`src/rtl/cqp_pkg.sv`:
```
package cqp_pkg;

    localparam int MAX_LOG2  = 19;
    localparam int PTR_W     = MAX_LOG2 + 1;
    localparam int LOG2_W    = 5;
    localparam int ADDR_W    = 48;
    localparam int ALIGN_LSB = 5;
    localparam int ERR_W     = 7;
    localparam int ERR_LSB   = 24;
    localparam int REG_W     = 32;
    localparam int SHIFT_SM  = 4;
    localparam int SHIFT_LG  = 5;
    localparam int NUM_PTR   = 2;

    typedef logic [PTR_W-1:0]  ptr_t;
    typedef logic [ADDR_W-1:0] addr_t;
    typedef logic [LOG2_W-1:0] log2_t;

    typedef enum logic {
        SIDE_PROD = 1'b0,
        SIDE_CONS = 1'b1
    } side_e;

    typedef struct packed {
        log2_t log2;
        addr_t base;
        logic  ent32;
    } qcfg_t;

    function automatic log2_t clamp_log2(input log2_t l);
        return (l > log2_t'(MAX_LOG2)) ? log2_t'(MAX_LOG2) : l;
    endfunction

    function automatic ptr_t lap_bit(input log2_t l);
        return ptr_t'(1) << l;
    endfunction

    function automatic ptr_t span_mask(input log2_t l);
        ptr_t two_lap;
        two_lap = lap_bit(l) << 1;
        return two_lap - ptr_t'(1);
    endfunction

    function automatic ptr_t slot_mask(input log2_t l);
        return lap_bit(l) - ptr_t'(1);
    endfunction

endpackage

```
`src/rtl/cq_ptr.sv`:
```
module cq_ptr
    import cqp_pkg::*;
(
    input  logic clk,
    input  logic rst,
    input  logic clr,
    input  logic step,
    input  ptr_t span,
    output ptr_t ptr
);

    always_ff @(posedge clk) begin
        if (rst || clr) begin
            ptr <= '0;
        end else if (step) begin
            ptr <= (ptr + ptr_t'(1)) & span;
        end
    end

    // index never leaves its log2+1 bit span
    a_r2_in_span: assert property (@(posedge clk) disable iff (rst)
        !$past(rst) |-> ((ptr & ~span) == '0));

endmodule

```
`src/rtl/cq_slot_addr.sv`:
```
module cq_slot_addr
    import cqp_pkg::*;
(
    input  ptr_t  ptr,
    input  qcfg_t cfg,
    output addr_t addr
);

    addr_t base_al;
    addr_t offset;
    ptr_t  slot;

    always_comb begin
        base_al = {cfg.base[ADDR_W-1:ALIGN_LSB], {ALIGN_LSB{1'b0}}};
        slot    = ptr & slot_mask(cfg.log2);
        offset  = addr_t'(slot) << (cfg.ent32 ? SHIFT_LG : SHIFT_SM);
        addr    = base_al + offset;
    end

endmodule

```
`src/rtl/cq_ptr_unit.sv`:
```
module cq_ptr_unit
    import cqp_pkg::*;
(
    input  logic              clk,
    input  logic              rst,
    input  logic              q_en,
    input  logic              cfg_we,
    input  logic [LOG2_W-1:0] cfg_log2,
    input  logic [63:0]       cfg_base,
    input  logic              cfg_ent32,
    input  logic              prod_inc,
    input  logic              cons_inc,
    input  logic              err_we,
    input  logic [ERR_W-1:0]  err_code,
    output logic [REG_W-1:0]  prod_reg,
    output logic [REG_W-1:0]  cons_reg,
    output logic              full,
    output logic              empty,
    output logic [ADDR_W-1:0] prod_addr,
    output logic [ADDR_W-1:0] cons_addr,
    output logic              ovf,
    output logic              unf
);

    qcfg_t            cfg;
    logic [ERR_W-1:0] err_q;
    ptr_t             ptrs  [NUM_PTR];
    addr_t            addrs [NUM_PTR];
    logic             steps [NUM_PTR];
    logic             cfg_take;
    ptr_t             span;
    ptr_t             diff;

    assign cfg_take = cfg_we && !q_en;
    assign span     = span_mask(cfg.log2);
    assign diff     = (ptrs[SIDE_PROD] ^ ptrs[SIDE_CONS]) & span;
    assign full     = (diff == lap_bit(cfg.log2));
    assign empty    = (diff == '0);

    assign steps[SIDE_PROD] = q_en && prod_inc && !full;
    assign steps[SIDE_CONS] = q_en && cons_inc && !empty;

    always_ff @(posedge clk) begin
        if (rst) begin
            cfg <= '0;
        end else if (cfg_take) begin
            cfg.log2  <= clamp_log2(cfg_log2);
            cfg.base  <= cfg_base[ADDR_W-1:0];
            cfg.ent32 <= cfg_ent32;
        end
    end

    always_ff @(posedge clk) begin
        if (rst) begin
            err_q <= '0;
        end else if (err_we) begin
            err_q <= err_code;
        end
    end

    always_ff @(posedge clk) begin
        if (rst) begin
            ovf <= 1'b0;
            unf <= 1'b0;
        end else begin
            ovf <= q_en && prod_inc && full;
            unf <= q_en && cons_inc && empty;
        end
    end

    for (genvar k = 0; k < NUM_PTR; k++) begin : g_side
        cq_ptr u_ptr (
            .clk  (clk),
            .rst  (rst),
            .clr  (cfg_take),
            .step (steps[k]),
            .span (span),
            .ptr  (ptrs[k])
        );
        cq_slot_addr u_addr (
            .ptr  (ptrs[k]),
            .cfg  (cfg),
            .addr (addrs[k])
        );
    end

    assign prod_addr = addrs[SIDE_PROD];
    assign cons_addr = addrs[SIDE_CONS];

    always_comb begin
        prod_reg = '0;
        prod_reg[PTR_W-1:0] = ptrs[SIDE_PROD];
        cons_reg = '0;
        cons_reg[PTR_W-1:0] = ptrs[SIDE_CONS];
        cons_reg[ERR_LSB +: ERR_W] = err_q;
    end

    // the two status flags are exclusive
    a_r4_full_not_empty: assert property (@(posedge clk) disable iff (rst)
        !(full && empty));

    // error code moves only after a write
    a_r3_err_hold: assert property (@(posedge clk) disable iff (rst)
        (!$past(rst) && !$past(err_we)) |-> $stable(cons_reg[ERR_LSB +: ERR_W]));

    // config frozen while the ring runs
    a_r9_cfg_frozen: assert property (@(posedge clk) disable iff (rst)
        (!$past(rst) && $past(q_en)) |-> $stable(cfg));

    // overflow only after a refused producer strobe
    a_r7_ovf_cause: assert property (@(posedge clk) disable iff (rst)
        ovf |-> ($past(prod_inc) && $past(q_en) && $stable(prod_reg)));

    // underflow only after a refused consumer strobe
    a_r8_unf_cause: assert property (@(posedge clk) disable iff (rst)
        unf |-> ($past(cons_inc) && $past(q_en) && $stable(cons_reg[PTR_W-1:0])));

    // no fault flag after a disabled cycle
    a_r10_quiet_off: assert property (@(posedge clk) disable iff (rst)
        (!$past(rst) && !$past(q_en)) |-> (!ovf && !unf));

endmodule

```
`config.mk`:
```
export PLATFORM = sky130hd
export DESIGN_NAME = cq_ptr_unit
export DESIGN_NICKNAME = d
export VERILOG_FILES = /design/src/rtl/cqp_pkg.sv /design/src/rtl/cq_ptr.sv /design/src/rtl/cq_slot_addr.sv /design/src/rtl/cq_ptr_unit.sv
export SDC_FILE = /design/constraint.sdc
export NUM_CORES = 1
export LEC_CHECK = 0
export CAP_MARGIN = 30
export CORE_ASPECT_RATIO = 0.8
export CORE_MARGIN = 10
export CORE_UTILIZATION = 45
export DETAILED_ROUTE_END_ITERATION = 10
export GPL_TIMING_DRIVEN = 0
export PLACE_DENSITY = 0.73
export SLEW_MARGIN = 20
export SYNTH_ARGS = -nofsm -noshare
export SYNTH_HDL_FRONTEND = slang
export SYNTH_HIERARCHICAL = 1
export SYNTH_SLANG_ARGS = --single-unit
export TNS_END_PERCENT = 10
```
`constraint.sdc`:
```
create_clock -name clk -period 6.2 [get_ports clk]
set_clock_uncertainty 0.15 [all_clocks]
set_input_delay 1.55 -clock clk [delete_from_list [all_inputs] [get_ports clk]]
set_output_delay 1.55 -clock clk [all_outputs]
set_load 0.03 [all_outputs]
```
==> results of run 1 <==
==> worst max-delay path: stages (launching register included) <==
cell       delay, ns
dfxtp_4         0.42
or3_4           0.43
nand2b_4        0.17
ha_4            0.19
or4b_4          0.49
o2bb2ai_1       0.16
nand2_1         0.07
nand2_1         0.07
nand2_1         0.08
mux2i_1         0.18
ha_2            0.27
nand4_1         0.14
inv_1           0.19
a311oi_4        0.15
a211oi_2        0.31
buf_6           0.23
nand4_2         0.15
xnor2_1         0.25
buf_4           0.20
==> registers in the layout, summed over array words and instances, names as in the netlist <==
name and count:
err_q 7, unf 1, ovf 1, cfg 49
g_side.u_ptr/ptr 40
==> cell type report <==
type / count / share of cell area (%)
Tap cell: 306 / 2.85
Clock inverter: 7 / 0.382
Inverter: 38 / 1.06
Timing Repair Buffer: 230 / 15.5
Antenna cell: 2 / 0.0373
Sequential cell: 98 / 14.8
Clock buffer: 9 / 1.68
Buffer: 102 / 4.99
Multi-Input combinational cell: 1169 / 58.7
==> layer usage <==
| metal | up-vias | global-route usage [%] | share of wire (%) |
|---|---|---|---|
| li1 | 5523 | - | - |
| met3 | 86 | 8.38 | 12 |
| met1 | 5656 | 42.0 | 45 |
| met4 | 0 | 8.71 | 2.4 |
| met5 | - | 0 | 0 |
| met2 | 674 | 39.4 | 40 |
==> worst paths after layout <==
check	from	end	slack, ns	depth (start not counted)
worst max-delay path	cfg[49]	prod_addr[47]	-0.02	18
worst min-delay path	err_q[1]	err_q[1]	0.35	2
worst max register to register	cfg[50]	g_side[0].u_ptr/ptr[11]	1.11	16
worst min register to register	err_q[1]	err_q[1]	0.35	2
==> per-stage QoR <==
step | TNS, ns | power, mW
floorplan | 0 | 1.02
global placement | -56.93 | 1.24
detailed placement | -52.50 | 1.23
CTS | -0.154 | 1.79
global route | -1.49 | 1.89
finish | -0.0167 | 1.83
==> where the power goes <==
part | switching, mW | total, mW | leakage (nW) | internal, mW
combinational | 0.354 | 0.577 | 4.68 | 0.223
sequential | 0.0409 | 0.687 | 0.800 | 0.646
clock | 0.284 | 0.561 | 0.138 | 0.277
==> repair_timing <==
item,in CTS,in global routing
resized for setup,304,125
gates cloned,1,1
setup endpoints to repair,80,72
hold endpoints to repair,0,0
buffers inserted,8,20
pin swaps,15,19
==> metrics.yaml, run 1 <==
outcome:
  status: "finished with violations"
  violations: "setup timing"
grt:
  grt_pass1_wl_mm: 65.5
  grtUsageTotal_pct: 28.8
  antenna_found_initial: 2
  grt_pass1_vias: 10800
  overflow: 0
  grt_max_degree: 18
die:
  rows: 49
  die_width_um: 188
  start_util_pct: 45.5
  io_pins: 248
  die_h_um: 155
  dieArea_mm2: 0.0291
  core_mm2: 0.0224
cts:
  hold_buffers: 0
  cts_root_buf: "clkbuf_16"
  clk_latency_ns: 0.37
  clk_pin_slew_worst_paths_ns: 0.07
  cts_made_buffers: 9
  clkSinkCount: 98
  cts_tree: "done"
  clockBufferDepth: 2
  h-tree-depth: 3
placement:
  place_ws_ns: -1.27
  dpl.cell_count: 1918
  port_buffers: 200
  gp_congestion: 1.01
  postPlaceCellArea_mm2: 0.0127
  dpl.hpwl_mm: 35.3
power:
  powerDensity_mw_per_mm2: 136
  power.leakage_nw: 5.61
  ir_drop_v: 0.000145
synthesis:
  avgSynthCellArea_um2: 7.33
  yosys_warnings: 6
  syn_area_mm2: 0.0102
  synth_cells: 1389
drt:
  routed_wl_mm: 45.4
  vias: 11900
  drc: 0
  post_drt_via_cell_ratio: 6.09
  drtAntennaViolNets: 0
  first_pass_iters: 5
  drt_iter0_drc: 1546
  avgRoutedWirePerCell_um: 23.1
sta:
  drv_slew: 0
  finalCritPeriodShare_pct: 100
  hold_viol: 0
  layout_setup_ws_ns: -0.0167
  setup_violations: 1
  tightest_slew_ns: 0.691
  hold_ws_ns: 0.348
  rsz0062_at_grt: "true"
  fmax_ghz: 0.161
  period_needed_ns: 6.22
  slew_headroom_pct: 53.9
cells_and_area:
  drive_gt1_share_pct: 17.2
  area_growth_pct: 31.8
  design_area_mm2: 0.0134
  final_nets: 1781
  regArea_mm2: 0.00198
  fin_cells: 1961
  final_common_cell: "nand2_1"
  multi_input_area_mm2: 0.00788
  postLayoutCoreUtil_pct: 60.0
  filler_cell_count: 2102
  most-common-layout-cells: "nand2_1, clkdlybuf4s50_1, a21oi_1"
setup_path:
  startpoint_type: "register"
  cp.required_ns: 4.50
  cp_max_fo: 15
  crit_type: "reg -> out"
  arrival_ns: 4.52
  cp-end-kind: "output pin"
flow_run:
  drv_cap: 0
min_path:
  holdCritPathClass: "reg -> reg"
Note: power is estimated with default switching activity, not from simulation.
==> run 2, diff against run 1 <==
--- a/config.mk
+++ b/config.mk
@@ -10,8 +10,9 @@
 export CORE_MARGIN = 10
 export CORE_UTILIZATION = 45
 export DETAILED_ROUTE_END_ITERATION = 10
+export DONT_BUFFER_PORTS = 1
 export GPL_TIMING_DRIVEN = 0
-export PLACE_DENSITY = 0.73
+export PLACE_DENSITY = 0.64
 export SLEW_MARGIN = 20
 export SYNTH_ARGS = -nofsm -noshare
 export SYNTH_HDL_FRONTEND = slang
==> metrics.yaml, run 2 (synthesis gave the netlist of run 1 again) <==
grt:
  antenna_found_initial: 2
  grt_max_degree: 20
  grt_pass1_wl_mm: 62.9
  overflow: 0
  grt_pass1_vias: 10100
  grtUsageTotal_pct: 27.6
cells_and_area:
  final_nets: 1589
  filler_cell_count: 2070
  largest_register: "cfg"
  top_regs: "cfg (49), g_side.u_ptr/ptr (40), err_q (7)"
  most-common-layout-cells: "nand2_1, a21oi_1, dfxtp_1"
  drive_gt1_share_pct: 19.8
  final_common_cell: "nand2_1"
  largest_register_ff_count: 49
  area_growth_pct: 22.7
sta:
  finalCritPeriodShare_pct: 101
  drv_slew: 0
  period_needed_ns: 6.26
  finalSetupTns_ns: -0.458
  layout_setup_ws_ns: -0.0612
  rsz0062_at_grt: "true"
  tightest_slew_ns: 0.901
  setup_violations: 17
  hold_viol: 0
  slew_headroom_pct: 39.5
  fmax_ghz: 0.160
  hold_ws_ns: 0.389
drt:
  avgRoutedWirePerCell_um: 24.8
  vias: 11400
  drt_iter0_drc: 1404
  drc: 0
  first_pass_iters: 6
  routed_wl_mm: 43.8
  post_drt_via_cell_ratio: 6.42
  drtAntennaViolNets: 0
min_path:
  holdPathEnd: "cfg[18]"
  worstHoldPathCells: 2
  min_from: "cfg[18]"
  holdCritPathClass: "reg -> reg"
power:
  ir_drop_v: 0.000111
  power_frac_seq_pct: 39.3
  power.leakage_nw: 5.00
  comb_power_share_pct: 28.3
  p_int_mw: 1.10
  clkPwrFrac_pct: 32.4
  p_sw_share_pct: 38.4
  netSwitchingPower_mw: 0.688
  powerDensity_mw_per_mm2: 143
cts:
  cts_tree: "done"
  clk_latency_ns: 0.37
  cts_root_buf: "clkbuf_16"
  clk_pin_slew_worst_paths_ns: 0.08
  h-tree-depth: 3
  cts_made_buffers: 9
  clockBufferDepth: 2
  clkSinkCount: 98
setup_path:
  reg2reg_depth: 16
  cp.required_ns: 4.50
  startpoint_type: "register"
  r2r_end: "g_side[1].u_ptr/ptr[14]"
  reg2reg_slack_ns: 0.80
  arrival_ns: 4.56
  r2r-start: "cfg[53]"
  cp_max_fo: 10
  crit_type: "reg -> out"
  cp-end-kind: "output pin"
  cp-startpoint: "cfg[50]"
placement:
  port_buffers: 0
  gp_congestion: 1.01
  dpl.hpwl_mm: 32.9
  place_ws_ns: -1.11
outcome:
  violations: "setup timing"
  status: "finished with violations"
die:
  die_width_um: 188
  die_h_um: 155
  rows: 49
  core_mm2: 0.0224
  io_pins: 248
  dieArea_mm2: 0.0291
  start_util_pct: 45.5
flow_run:
  drv_cap: 0
run 2: worst max-delay path, stage by stage, from the launching register on:
cell and delay, ns:
dfxtp_4 0.37, buf_12 0.14, buf_4 0.17, buf_6 0.15, nand3b_1 0.20, ha_4 0.22, clkbuf_2 0.15, a22o_1 0.23
a22oi_1 0.15, o21ai_1 0.10, nand3_1 0.09, o21ai_0 0.10, ha_1 0.42, nand2_2 0.15, nor2_1 0.28, a2111oi_4 0.12
buf_4 0.18, clkbuf_16 0.16, nor3b_1 0.41, xor2_2 0.39
run 2: worst max-delay path by stage:
| stage | end | cells past startpoint |
|---|---|---|
| 6_report | cons_addr[30] | 19 |
| 5_1_grt | cons_addr[30] | 19 |
| 4_1_cts | prod_addr[43] | 18 |
| 3_5_place_dp | cons_addr[44] | 16 |
| 3_3_place_gp | cons_addr[44] | 16 |
| 2_1_floorplan | cons_addr[32] | 16 |
run 2: per-stage QoR:
stage / power (mW) / instance area [um^2] / instances / utilization (%)
after floorplan: 1.02 / 10300 / 1412 / -
after global placement: 1.14 / 10700 / 1718 / 47.6
after detailed placement: 1.13 / 10700 / 1720 / 47.6
after CTS: 1.74 / 11900 / 1745 / 53.0
after global routing: 1.85 / 12500 / 1767 / 55.8
final: 1.79 / 12500 / 1768 / 55.8
run 2: power groups by stage:
stage,Clock (mW),Combinational (mW),Sequential (mW)
final,0.581,0.507,0.703
after CTS,0.589,0.458,0.697
after global routing,0.610,0.538,0.706
after detailed placement,0,0.427,0.708
after global placement,0,0.428,0.708
after floorplan,0,0.334,0.690
run 2: cell type report:
cell class	count	area (um^2)	share of cell area [%]
clock inverters	7	71.3	0.571
multi-input cells	1169	8680	69.5
flip-flops and latches	98	1980	15.8
repair buffers	38	334	2.67
clock buffers	9	225	1.80
plain buffers	102	673	5.39
well taps	306	383	3.06
diodes	1	2.50	0.0200
inverters	38	143	1.14
run 2: timing repair:
item,4_1_cts,5_1_grt
resized for setup,141,75
buffers inserted,12,20
hold buffers,0,0
pin swaps,19,33
endpoints found under the setup margin,75,63
gates cloned,2,2
run 2: routing by layer:
layer  track usage (%)  part of all wire, %  vias to the layer above
met5                 0                0.057                        -
met4              7.91                  3.1                        4
met3              10.1                   13                      106
met2              37.5                   41                      736
met1              39.4                   43                     5400
li1                  -                    -                     5113
==> run 3, diff against run 2 <==
--- a/config.mk
+++ b/config.mk
@@ -13,6 +13,7 @@
 export DONT_BUFFER_PORTS = 1
 export GPL_TIMING_DRIVEN = 0
 export PLACE_DENSITY = 0.64
+export REMOVE_ABC_BUFFERS = 1
 export SLEW_MARGIN = 20
 export SYNTH_ARGS = -nofsm -noshare
 export SYNTH_HDL_FRONTEND = slang
==> metrics.yaml, run 3 (synthesis gave the netlist of run 1 again) <==
outcome:
  status: "finished with violations"
  violations: "setup timing"
die:
  die_width_um: 188
  dieArea_mm2: 0.0291
  io_pins: 248
  start_util_pct: 45.5
  rows: 49
  die_h_um: 155
  core_mm2: 0.0224
setup_path:
  crit_chain: "buf_12, or2_4, nor2_4, nand3b_1, ha_4, clkbuf_2, nor3_1, a21oi_1, o21ai_0, nand2_1, mux2i_2, ha_4, and3_4, a221oi_4, nor4b_4, o2111ai_4, buf_6, a2111oi_4, xor2_2"
  arrival_ns: 4.62
  cp_slowest_stage_delay_ns: 0.40
  startpoint_type: "register"
  cpMostUsedCell: "ha_4"
  cp_max_fo: 6
  cp.required_ns: 4.50
  cp-end-kind: "output pin"
  cpMaxStageDelayCell: "nor4b_4"
  crit_type: "reg -> out"
cells_and_area:
  most-common-layout-cells: "nand2_1, a21oi_1, dfxtp_1"
  top_regs: "cfg (49), g_side.u_ptr/ptr (40), err_q (7)"
  final_nets: 1532
  area_growth_pct: 22.5
  largest_register: "cfg"
  design_area_mm2: 0.0125
  postLayoutCoreUtil_pct: 55.8
  drive_gt1_share_pct: 21.6
  final_common_cell: "nand2_1"
  largest_register_ff_count: 49
  filler_cell_count: 1986
drt:
  routed_wl_mm: 41.4
  vias: 11000
  drtAntennaViolNets: 0
  post_drt_via_cell_ratio: 6.42
  first_pass_iters: 8
  drc: 0
  avgRoutedWirePerCell_um: 24.2
  drt_iter0_drc: 1373
power:
  powerDensity_mw_per_mm2: 148
  ir_drop_v: 0.000135
  power.leakage_nw: 4.97
  p_total_mw: 1.84
grt:
  grtUsageTotal_pct: 24.6
  overflow: 0
  antenna_found_initial: 0
  grt_pass1_vias: 9540
  grt_pass1_wl_mm: 57.6
  grt_max_degree: 63
sta:
  drv_slew: 0
  tightest_slew_ns: 0.897
  layout_setup_ws_ns: -0.115
  finalCritPeriodShare_pct: 102
  hold_viol: 0
  slew_headroom_pct: 39.8
  period_needed_ns: 6.32
  rsz0062_at_grt: "true"
  fmax_ghz: 0.158
  setup_violations: 13
cts:
  clkSinkCount: 98
  clockBufferDepth: 2
  cts_made_buffers: 9
  clk_latency_ns: 0.36
  h-tree-depth: 3
  cts_tree: "done"
  clk_pin_slew_worst_paths_ns: 0.07
  cts_root_buf: "clkbuf_16"
min_path:
  holdCritPathClass: "reg -> reg"
placement:
  gp_congestion: 0.917
  dpl.hpwl_mm: 26.9
  port_buffers: 0
  postPlaceCellArea_mm2: 0.0101
flow_run:
  drv_cap: 0
run 3: per-stage QoR:
stage / hold WS [ns] / setup TNS [ns] / std cells / setup WS (ns)
floorplan: 0.302 / -23.01 / 1305 / -0.748
global placement: 0.329 / -133.01 / 1611 / -2.38
detailed placement: 0.338 / -38.35 / 1619 / -1.07
CTS: 0.347 / -0.741 / 1669 / -0.0652
global route: 0.366 / -5.49 / 1710 / -0.225
finish: 0.351 / -0.628 / 1711 / -0.115
run 3: cell type report:
type,instances,area [um^2],area share [%]
Antenna cell,1,2.50,0.0201
Multi-Input combinational cell,1170,8800,70.5
Tap cell,306,383,3.07
Inverter,38,146,1.17
Sequential cell,98,1980,15.9
Clock buffer,11,253,2.03
Timing Repair Buffer,82,832,6.67
Clock inverter,5,82.6,0.662
run 3: timing repair:
item                       in CTS  in global routing
gates resized for setup       121                 94
hold buffers                    0                  0
buffers inserted               31                 34
pin swaps                      29                 41
setup endpoints to repair      72                 65
cloned                          4                  4
run 3: critical path: cells and delay by family, from the launching register on:
family                   cells  cell delay [ns]
adder cells (fa/ha/maj)      2             0.42
AND/OR/NAND/NOR              7             1.47
AO/OA/AOI/OAI                5             0.82
buffers and inverters        3             0.53
XOR/XNOR                     1             0.39
multiplexers                 1             0.27
flip-flops                   1             0.36
run 3: power by group:
group | internal [mW] | switching, mW | total [mW]
Clock | 0.379 | 0.284 | 0.663
Combinational | 0.168 | 0.308 | 0.476
Sequential | 0.646 | 0.0580 | 0.704
run 3: path summary, 6_finish.rpt:
check / start / endpoint / slack, ns / depth (start not counted)
worst max register to register: cfg[51] / g_side[0].u_ptr/ptr[4] / 0.47 / 15
worst max-delay path: cfg[52] / cons_addr[43] / -0.12 / 19
worst min register to register: cfg[6] / cfg[6] / 0.35 / 2
worst min-delay path: cfg[6] / cfg[6] / 0.35 / 2
run 3: per-layer routing:
metal	GRT usage (%)	routed length (um)
met1	34.3	17200
met2	35.8	17400
met3	7.51	5550
met4	6.69	1210
met5	0	0
